`src/rtl/vgs_pkg.sv`:
```
package vgs_pkg;
  localparam int DATA_W   = 10;
  localparam int GAIN_W   = 10;
  localparam int FRAC_W   = 9;
  localparam int BRIGHT_W = 7;
  localparam int ADDR_W   = 4;
  localparam int REG_W    = 8;
  localparam int LUMA_MAX = 940;

  localparam logic [ADDR_W-1:0] ADDR_CTRL = 4'd0;
  localparam logic [ADDR_W-1:0] ADDR_GLSB = 4'd1;
  localparam logic [ADDR_W-1:0] ADDR_GY   = 4'd2;
  localparam logic [ADDR_W-1:0] ADDR_GCB  = 4'd3;
  localparam logic [ADDR_W-1:0] ADDR_GCR  = 4'd4;
  localparam logic [ADDR_W-1:0] ADDR_BRT  = 4'd5;

  typedef struct packed {
    logic                       scaleEn;
    logic                       satEn;
    logic                       brightEn;
    logic [GAIN_W-1:0]          gainY;
    logic [GAIN_W-1:0]          gainCb;
    logic [GAIN_W-1:0]          gainCr;
    logic signed [BRIGHT_W-1:0] bright;
  } vgs_cfg_t;
endpackage

```
`src/rtl/vgs_regs.sv`:
```
module vgs_regs
  import vgs_pkg::*;
(
  input  logic              clk,
  input  logic              rst,
  input  logic              regWrEn,
  input  logic [ADDR_W-1:0] regAddr,
  input  logic [REG_W-1:0]  regWrData,
  input  logic              frameSync,
  output vgs_cfg_t          cfg
);
  localparam int LSB_W = GAIN_W - REG_W;
  localparam logic [REG_W-1:0] UNITY_MSB = REG_W'(1 << (FRAC_W - LSB_W));

  logic [REG_W-1:0] ctrlStage, lsbStage, yStage, cbStage, crStage, brtStage;
  vgs_cfg_t         nextCfg;

  always_ff @(posedge clk) begin
    if (rst) begin
      ctrlStage <= '0;
      lsbStage  <= '0;
      yStage    <= UNITY_MSB;
      cbStage   <= UNITY_MSB;
      crStage   <= UNITY_MSB;
      brtStage  <= '0;
    end else if (regWrEn) begin
      case (regAddr)
        ADDR_CTRL: ctrlStage <= regWrData;
        ADDR_GLSB: lsbStage  <= regWrData;
        ADDR_GY:   yStage    <= regWrData;
        ADDR_GCB:  cbStage   <= regWrData;
        ADDR_GCR:  crStage   <= regWrData;
        ADDR_BRT:  brtStage  <= regWrData;
        default: ;
      endcase
    end
  end

  always_comb begin
    nextCfg.scaleEn  = ctrlStage[0];
    nextCfg.satEn    = ctrlStage[1];
    nextCfg.brightEn = ctrlStage[3];
    nextCfg.gainY    = {yStage,  lsbStage[LSB_W-1:0]};
    nextCfg.gainCb   = {cbStage, lsbStage[2*LSB_W-1:LSB_W]};
    nextCfg.gainCr   = {crStage, lsbStage[3*LSB_W-1:2*LSB_W]};
    nextCfg.bright   = $signed(brtStage[BRIGHT_W-1:0]);
  end

  always_ff @(posedge clk) begin
    if (rst) begin
      cfg.scaleEn  <= 1'b0;
      cfg.satEn    <= 1'b0;
      cfg.brightEn <= 1'b0;
      cfg.gainY    <= GAIN_W'(1 << FRAC_W);
      cfg.gainCb   <= GAIN_W'(1 << FRAC_W);
      cfg.gainCr   <= GAIN_W'(1 << FRAC_W);
      cfg.bright   <= '0;
    end else if (frameSync) begin
      cfg <= nextCfg;
    end
  end

  AST_CFG_HELD: assert property (@(posedge clk) disable iff (rst)
    !frameSync |=> $stable(cfg));
endmodule

```
`src/rtl/vgs_chroma_lane.sv`:
```
module vgs_chroma_lane #(
  parameter int DW   = 10,
  parameter int GW   = 10,
  parameter int FRAC = 9
) (
  input  logic          clk,
  input  logic          rst,
  input  logic [DW-1:0] sampleIn,
  input  logic [GW-1:0] gain,
  input  logic          scaleEn,
  output logic [DW-1:0] sampleOut
);
  localparam int CENTER = 1 << (DW - 1);
  localparam int MAXV   = (1 << DW) - 1;
  localparam int SW     = DW + 1;
  localparam int PW     = SW + GW + 1;
  localparam int RW     = PW - FRAC;

  logic signed [SW-1:0] diff;
  logic signed [PW-1:0] prod;
  logic signed [RW-1:0] rounded;
  logic signed [RW-1:0] stage1;
  logic signed [RW:0]   recentred;

  always_comb begin
    diff    = $signed({1'b0, sampleIn}) - $signed(SW'(CENTER));
    prod    = PW'(diff) * PW'($signed({1'b0, gain}));
    rounded = RW'((prod + $signed(PW'(1 << (FRAC - 1)))) >>> FRAC);
  end

  always_ff @(posedge clk) begin
    if (rst) stage1 <= '0;
    else     stage1 <= scaleEn ? rounded : RW'(diff);
  end

  assign recentred = (RW+1)'(stage1) + $signed((RW+1)'(CENTER));

  always_ff @(posedge clk) begin
    if (rst)                                   sampleOut <= '0;
    else if (recentred < 0)                    sampleOut <= '0;
    else if (recentred > $signed((RW+1)'(MAXV))) sampleOut <= DW'(MAXV);
    else                                       sampleOut <= recentred[DW-1:0];
  end

  AST_CHROMA_UNITY: assert property (@(posedge clk) disable iff (rst)
    (scaleEn && gain == GW'(1 << FRAC)) |=> ##1 (sampleOut == $past(sampleIn, 2)));
endmodule

```
`src/rtl/vgs_datapath.sv`:
```
module vgs_datapath
  import vgs_pkg::*;
(
  input  logic              clk,
  input  logic              rst,
  input  vgs_cfg_t          cfg,
  input  logic              inVld,
  input  logic [DATA_W-1:0] inY,
  input  logic [DATA_W-1:0] inCb,
  input  logic [DATA_W-1:0] inCr,
  output logic              outVld,
  output logic [DATA_W-1:0] outY,
  output logic [DATA_W-1:0] outCb,
  output logic [DATA_W-1:0] outCr
);
  localparam int YPW  = DATA_W + GAIN_W;
  localparam int YRW  = YPW - FRAC_W;
  localparam int SUMW = YRW + 2;
  localparam int MAXV = (1 << DATA_W) - 1;
  localparam int NCH  = 2;

  logic [YPW-1:0]             yProd;
  logic [YRW-1:0]             yScaled, y1, yClamped;
  logic signed [SUMW-1:0]     ySum;
  logic                       vld1, sat1, bright1;
  logic signed [BRIGHT_W-1:0] brt1;

  always_comb begin
    yProd   = YPW'(inY) * YPW'(cfg.gainY);
    yScaled = YRW'((yProd + YPW'(1 << (FRAC_W - 1))) >> FRAC_W);
  end

  always_ff @(posedge clk) begin
    if (rst) begin
      vld1 <= 1'b0; y1 <= '0; sat1 <= 1'b0; bright1 <= 1'b0; brt1 <= '0;
    end else begin
      vld1    <= inVld;
      y1      <= cfg.scaleEn ? yScaled : YRW'(inY);
      sat1    <= cfg.satEn;
      bright1 <= cfg.brightEn;
      brt1    <= cfg.bright;
    end
  end

  always_comb begin
    yClamped = (sat1 && y1 > YRW'(LUMA_MAX)) ? YRW'(LUMA_MAX) : y1;
    ySum     = $signed({2'b00, yClamped}) + (bright1 ? SUMW'(brt1) : '0);
  end

  always_ff @(posedge clk) begin
    if (rst) begin
      outVld <= 1'b0;
      outY   <= '0;
    end else begin
      outVld <= vld1;
      if (ySum < 0)                            outY <= '0;
      else if (ySum > $signed(SUMW'(MAXV)))    outY <= DATA_W'(MAXV);
      else                                     outY <= ySum[DATA_W-1:0];
    end
  end

  logic [DATA_W-1:0] laneIn   [NCH];
  logic [GAIN_W-1:0] laneGain [NCH];
  logic [DATA_W-1:0] laneOut  [NCH];

  assign laneIn[0]   = inCb;
  assign laneIn[1]   = inCr;
  assign laneGain[0] = cfg.gainCb;
  assign laneGain[1] = cfg.gainCr;
  assign outCb       = laneOut[0];
  assign outCr       = laneOut[1];

  for (genvar ch = 0; ch < NCH; ch++) begin : gLane
    vgs_chroma_lane #(.DW(DATA_W), .GW(GAIN_W), .FRAC(FRAC_W)) uLane (
      .clk(clk), .rst(rst), .sampleIn(laneIn[ch]), .gain(laneGain[ch]),
      .scaleEn(cfg.scaleEn), .sampleOut(laneOut[ch]));
  end

  AST_VLD_FOLLOWS: assert property (@(posedge clk) disable iff (rst)
    vld1 |=> outVld);
  AST_VLD_DROPS: assert property (@(posedge clk) disable iff (rst)
    !vld1 |=> !outVld);
  AST_Y_PASS: assert property (@(posedge clk) disable iff (rst)
    (!cfg.scaleEn && !cfg.satEn && !cfg.brightEn) |=> ##1 (outY == $past(inY, 2)));
  AST_CB_PASS: assert property (@(posedge clk) disable iff (rst)
    !cfg.scaleEn |=> ##1 (outCb == $past(inCb, 2)));
  AST_SAT_CEIL: assert property (@(posedge clk) disable iff (rst)
    (cfg.satEn && !cfg.brightEn) |=> ##1 (outY <= DATA_W'(LUMA_MAX)));
endmodule

```
`src/rtl/comp_gain_setup.sv`:
```
module comp_gain_setup
  import vgs_pkg::*;
(
  input  logic              clk,
  input  logic              rst,
  input  logic              regWrEn,
  input  logic [ADDR_W-1:0] regAddr,
  input  logic [REG_W-1:0]  regWrData,
  input  logic              frameSync,
  input  logic              inVld,
  input  logic [DATA_W-1:0] inY,
  input  logic [DATA_W-1:0] inCb,
  input  logic [DATA_W-1:0] inCr,
  output logic              outVld,
  output logic [DATA_W-1:0] outY,
  output logic [DATA_W-1:0] outCb,
  output logic [DATA_W-1:0] outCr
);
  vgs_cfg_t cfg;

  vgs_regs uRegs (
    .clk(clk), .rst(rst), .regWrEn(regWrEn), .regAddr(regAddr),
    .regWrData(regWrData), .frameSync(frameSync), .cfg(cfg));

  vgs_datapath uPath (
    .clk(clk), .rst(rst), .cfg(cfg), .inVld(inVld), .inY(inY),
    .inCb(inCb), .inCr(inCr), .outVld(outVld), .outY(outY),
    .outCb(outCb), .outCr(outCr));
endmodule

```
`config.mk`:
```
export PLATFORM = sky130hd
export DESIGN_NAME = comp_gain_setup
export DESIGN_NICKNAME = d
export VERILOG_FILES = /design/src/rtl/vgs_pkg.sv /design/src/rtl/vgs_regs.sv /design/src/rtl/vgs_chroma_lane.sv /design/src/rtl/vgs_datapath.sv /design/src/rtl/comp_gain_setup.sv
export SDC_FILE = /design/constraint.sdc
export NUM_CORES = 1
export LEC_CHECK = 0
export ABC_AREA = 1
export BUFFER_PORTS_ARGS = -buffer_cell sky130_fd_sc_hd__buf_2
export CORE_ASPECT_RATIO = 1.75
export CORE_MARGIN = 2
export CORE_UTILIZATION = 47
export DETAILED_ROUTE_END_ITERATION = 16
export HOLD_SLACK_MARGIN = 0.12
export PLACE_DENSITY_LB_ADDON = 0.12
export RECOVER_POWER = 100
export SYNTH_ARGS = -nofsm -noshare
export SYNTH_HDL_FRONTEND = slang
export SYNTH_SLANG_ARGS = --single-unit
```
`constraint.sdc`:
```
create_clock -name clk -period 6.3 [get_ports clk]
set_input_delay 1.26 -clock clk [delete_from_list [all_inputs] [get_ports clk]]
set_output_delay 1.26 -clock clk [all_outputs]
set_load 0.05 [all_outputs]
```
# Word-level counts from Yosys, hierarchy flattened
# Cells that the tools add are included.
word_totals:
  regBits: 159
  latchBits: 0
  ram_bits: 0
  rom_bits: 0
  input_bits: 47
  word_cells: 69
  mem_count: 0
classes:
  n_addsub: 8
  multipliers: 3
  div_mod_pow: 0
  magnitude_cmp: 7
  n_eq_ne: 5
  shift: 0
  mux: 8
  bitwise: 1
  reduce_logical: 12
op_table:
  columns: ["cell", "count"]
  rows:
  - ["22-bit by 10-bit adder with 22-bit output (second input constant)", 2]
  - ["11-bit by 11-bit multiplier with 22-bit output", 2]
  - ["10-bit two-way mux", 4]
  - ["13-bit two-way mux", 3]
  - ["13-bit by 11-bit adder with 14-bit output (second input constant)", 2]
  - ["14-bit by 11-bit greater-than comparator with 1-bit output (second input constant)", 2]
  - ["14-bit by 1-bit less-than comparator with 1-bit output (second input constant)", 2]
  - ["10-bit by 10-bit subtractor with 11-bit output (second input constant)", 2]
  - ["20-bit by 9-bit adder with 20-bit output (second input constant)", 1]
  - ["10-bit by 10-bit multiplier with 20-bit output", 1]
  - ["11-bit by 13-bit adder with 13-bit output", 1]
  - ["13-bit by 11-bit greater-than comparator with 1-bit output (second input constant)", 1]
  - ["13-bit by 1-bit less-than comparator with 1-bit output (second input constant)", 1]
  - ["2-bit AND reduction", 6]
  - ["11-bit by 10-bit greater-than comparator with 1-bit output (second input constant)", 1]
  - ["11-bit two-way mux", 1]
  - ["4-bit by 2-bit == test with 1-bit output (second input constant)", 2]
  - ["4-bit by 3-bit == test with 1-bit output (second input constant)", 2]
  - ["2-bit OR reduction", 4]
  - ["4-bit by 1-bit == test with 1-bit output (second input constant)", 1]
  - ["4-bit logical NOT", 1]
  - ["1-bit logical AND", 1]
  - ["1-bit NOT", 1]

# Depth between registers and ports, before layout
logic_depth:
  word_depth: 6
  depth_mapped: 25
  ltp_nobuf: 24

# Cells and area by module
# From an unflattened synthesis, not the netlist that was laid out.
hier_totals:
  cells_unflattened: 2588
  hier_area_um2: 19020.7
modules_own_cells:
  columns: ["mod", "n_inst", "cells_per_inst", "area_each_um2"]
  rows:
  - ["vgs_datapath", 1, 768, 5347.6]
  - ["vgs_chroma_lane (uPath.gLane[0].uLane)", 1, 708, 5330.1]
  - ["vgs_chroma_lane (uPath.gLane[1].uLane)", 1, 703, 5326.4]
  - ["vgs_regs", 1, 409, 3016.6]

# Least setup slack after synthesis
# Ideal clock, no wire load.
synth_path:
  path_type: "in2reg"
  start: "input port inCr[9]"
  end: "register uPath.gLane[1].uLane.stage1[12]"
  setup_time_ps: 132
  arrival_time_ps: 5773
  required_time_ps: 6168
  slack_ps: 395
  cell_stages: 20
  path_cell_list: "clkbuf_1 nor2_1 fa_1 inv_1 fa_1 inv_1 fa_1 inv_1 fa_1 fa_1 inv_1 ha_1 inv_1 o21bai_1 a21oi_1 nor2_1 nor3_1 nand3_1 nand3_1 a21oi_1"
synth_via:
  elab_chain_len: 4
synth_rtl:
  columns: ["item", "line", "source"]
  rows:
  - ["start: declaration", "comp_gain_setup.sv:13", "input logic [DATA_W-1:0] inCr,"]
  - ["10-bit by 10-bit subtractor with 11-bit output *", "vgs_chroma_lane.sv:26", "diff = $signed({1'b0, sampleIn}) - $signed(SW'(CENTER));"]
  - ["11-bit by 11-bit multiplier with 22-bit output", "vgs_chroma_lane.sv:27", "prod = PW'(diff) * PW'($signed({1'b0, gain}));"]
  - ["22-bit by 10-bit adder with 22-bit output", "vgs_chroma_lane.sv:28", "rounded = RW'((prod + $signed(PW'(1 << (FRAC - 1)))) >>> FRAC);"]
  - ["13-bit two-way mux *", "vgs_chroma_lane.sv:33", "else stage1 <= scaleEn ? rounded : RW'(diff);"]
  - ["end signal: assignment", "vgs_chroma_lane.sv:33", null]
  - ["end: declaration", "vgs_chroma_lane.sv:22", "logic signed [RW-1:0] stage1;"]
# Every way passes the cells marked *; elsewhere a longest branch is shown, timed or not.
# A chain may end at the register's enable or synchronous reset.

# Worst setup path in the final report
layout_path:
  start: "input port inCr[5]"
  end: "register uPath.gLane[1].uLane.stage1[8]"
# The elaborated chain is that of the path after synthesis.

==> metrics <==
Vias/cell=5.08; CP cell instances=clkbuf_1 > clkbuf_1 > nand2_1 > fa_1 > fa_1 > fa_1 > inv_1 > fa_1 > inv_1 > fa_1 > inv_1 > ha_1 > nand2_1 > nor2_1 > nand3_1 > nand2_1 > nand2_1 > nand2_1 > nand2_1 > nand3_1 > nand2_1 > o21ai_0 > inv_1; nets@finish=2998; arrival time worst endpoint=6330 ps; synth top area cells=fa_1 28%, dfxtp_1 17%, inv_1 14%, ha_1 12%, nand2_1 10%; Initial DRC Count=649; unrepaired setup endpoints after global routing=false; #FFs+latches synth=158; Reg clk slew, reported paths=70 ps; worst vdd rail ir drop=0.000187 V; worst skew pair latency=440 ps; Int Power=0.00258 W; Overflow after GRT=0; Final setup viols=0; Post-Route WL=48600 µm; # IOs=78; clock skew=8.95 ps; vias in the first global route=16.7k; Die Span Y=267 µm; initial antenna violation count=2; synthesis-to-layout area growth=6.90%; Yosys top cell by area=fa_1; Yosys cell types=44; cts bufs inserted=17; Pleak=11.5 nW; pin count of the biggest net entering global routing=72; CTS Sinks=158; final core occ=50.9%; simple-gate portion of the synthesized area=17.1%; Period minus WS final=6000 ps; CTS hold repair buffers=0; CTS max path bufs=2; Syn Nets=2975; Slew HR=-63.9%; Final Cycle Share=95.2%; multiplexer area fraction after synthesis=0%; Mapped Area=18600 µm²; sequential share of power=23.8%; global-route wire length before repair=81300 µm; Slowest Stage Delay on Critical Path=550 ps; DR DRC count=0; kind of end point of the critical path=register; Setup TNS Final=0 ps; CTS tree=built; Buffers on Ports=77; layout cell share with drive strength beyond 1=4.12%; Fmax=167 MHz; max cap viols=1; Initial Util=47.6%; largest family of logic cells by synthesized area=adder cells; full die area=41300 µm²; final antenna diode count=0; Final Max Tran Viols=43; Comb power frac=54.5%; adder-cell share of the synthesized area=40.0%; Critical Path Start Type=input port; Final HPWL DP=39600 µm; Sw Pwr=0.00218 W; CP most frequent cell=nand2_1; GPL Wtd Cong=0.925; # rows=96; sw frac=45.8%; worst setup path category=in2reg; Fin. Hold Viols=0; Seq/Total Area, Yosys=17.0%; buffer and inverter count on the worst path=6; commonest cells after routing, fill and taps aside=676 x inv_1, 514 x nand2_1, 262 x fa_1; post-CTS resize count=0; Filler cells=3988; clock power share=21.6%; Worst-Margin Slew=2460 ps; vias=15.3k; Power Dens Cells=239 nW/µm²; crit-path max FO=7; Mapped Cells=2490; Routed wire per std cell=16.1 µm; Crit-path slowest cell=fa_1; syn_area_per_cell=7.48 µm²; Yosys top cell area share=28.2%; largest delay contributor family on the critical path=adder cells; worst path required time=6630 ps; Tot GR Track Use=25.0%; DRT antenna net count=0; Yosys Warn Count=0; CTS H-Tree Depth=4; failing checks=max-capacitance violations, max-slew violations; post-synthesis compound-gate area fraction=8.70%; Core Area=39200 µm²; # Post-CTS Setup Buffers=0; status=finished, violations left; commonest non-fill, non-tap cell in the layout=inv_1; First-pass DRT Iterations=5; CTS root buf=clkbuf_16; post-synthesis xor/xnor area fraction=1.69%; DIE WIDTH=154 µm; Hold WC Path Type=reg2reg
==> per-layer routing <==
layer,GRT usage (%),wire length [µm],vias up
met5,0,21,-
met4,10.3,2030,4
met3,2.62,1460,121
met2,49.7,27100,318
met1,26.3,18000,7470
li1,-,-,7406
==> through the flow <==
stage / setup slack, ps / instance area, µm² / hold slack (ps) / instances / power (W)
3_3_place_gp: 115 / 19400 / 399 / 2984 / 0.00373
5_1_grt: 61.3 / 19900 / 427 / 3015 / 0.00523
4_1_cts: 548 / 20000 / 416 / 3015 / 0.00481
6_report: 301 / 19900 / 412 / 3015 / 0.00477
3_5_place_dp: 66.2 / 19400 / 406 / 2984 / 0.00377
2_1_floorplan: 395 / 18600 / 388 / 2490 / 0.00311
==> state kept, by name, summed over array words and instances, names as in the netlist <==
| signal | cells |
|---|---|
| uRegs.cfg | 40 |
| uPath.y1 | 11 |
| uRegs.ctrlStage | 3 |
| uRegs.yStage | 8 |
| uPath.outVld | 1 |
| uPath.sat1 | 1 |
| uPath.brt1 | 7 |
| uRegs.crStage | 8 |
| uRegs.cbStage | 8 |
| uRegs.lsbStage | 6 |
| uPath.vld1 | 1 |
| uPath.bright1 | 1 |
| uRegs.brtStage | 7 |
| uPath.gLane.uLane.sampleOut | 20 |
| uPath.gLane.uLane.stage1 | 26 |
| uPath.outY | 10 |
==> worst register-to-register path: cells and delay by family (launching register included) <==
| family | cells | cell delay, ps |
|---|---|---|
| fa+ha+maj | 6 | 2980 |
| flops | 1 | 590 |
| buf+inv | 5 | 590 |
| compound gates | 2 | 360 |
| simple gates | 6 | 690 |
==> power groups by stage <==
stage	Sequential [W]	Clock [W]	Combinational, W
after global routing	0.00115	0.00108	0.00301
after floorplan	0.00121	0	0.00190
after detailed placement	0.00116	0	0.00261
after global placement	0.00116	0	0.00257
final	0.00114	0.00103	0.00260
after CTS	0.00114	0.00105	0.00263
==> final cells by class <==
cell class	instances	area [µm²]	share of cell area (%)
Sequential cell	158	3160	15.9
Multi-Input combinational cell	1564	12600	63.0
Inverter	678	2540	12.8
Timing Repair Buffer	94	460	2.31
Clock inverter	12	136	0.685
Clock buffer	19	443	2.22
Tap cell	490	613	3.08
==> path summary, 6_finish.rpt <==
| kind | startpoint | end | slack, ps | cells past startpoint |
|---|---|---|---|---|
| min reg2reg | uPath.vld1 | uPath.outVld | 410 | 2 |
| min | uPath.vld1 | uPath.outVld | 410 | 2 |
| max | inCr[5] | uPath.gLane[1].uLane.stage1[8] | 300 | 23 |
| max reg2reg | uRegs.cfg[11] | uPath.gLane[1].uLane.stage1[10] | 850 | 19 |
==> cell families (layout without fill, tap and decap cells) <==
logic type / Yosys count / in the layout
adders and majority gates: 438 / 438
AOI/OAI and AO/OA: 298 / 298
buffers and inverters: 768 / 803
and+or+nand+nor: 793 / 793
xor gates and xnor gates: 35 / 35
DFF: 158 / 158
==> synthesized netlist by cell type, drive strengths merged <==
| master | count |
|---|---|
| a21oi | 122 |
| or2 | 3 |
| a21boi | 2 |
| xnor2 | 14 |
| dfxtp | 158 |
| clkbuf | 81 |
| nand2 | 518 |
| inv | 676 |
| nor2 | 165 |
| a31oi | 6 |
| and2 | 2 |
| nor4 | 5 |
| xor2 | 21 |
| o21ai | 136 |
| fa | 262 |
| o21bai | 10 |
| buf | 9 |
| ha | 176 |
| nor3 | 13 |
| nand2b | 1 |
| a211oi | 4 |
| nand3 | 76 |
| o211ai | 2 |
| o21a | 4 |
| clkinv | 2 |
| nand4 | 7 |
| nand3b | 3 |
| a21o | 12 |
No activity file was read; power rests on OpenSTA's default activity.
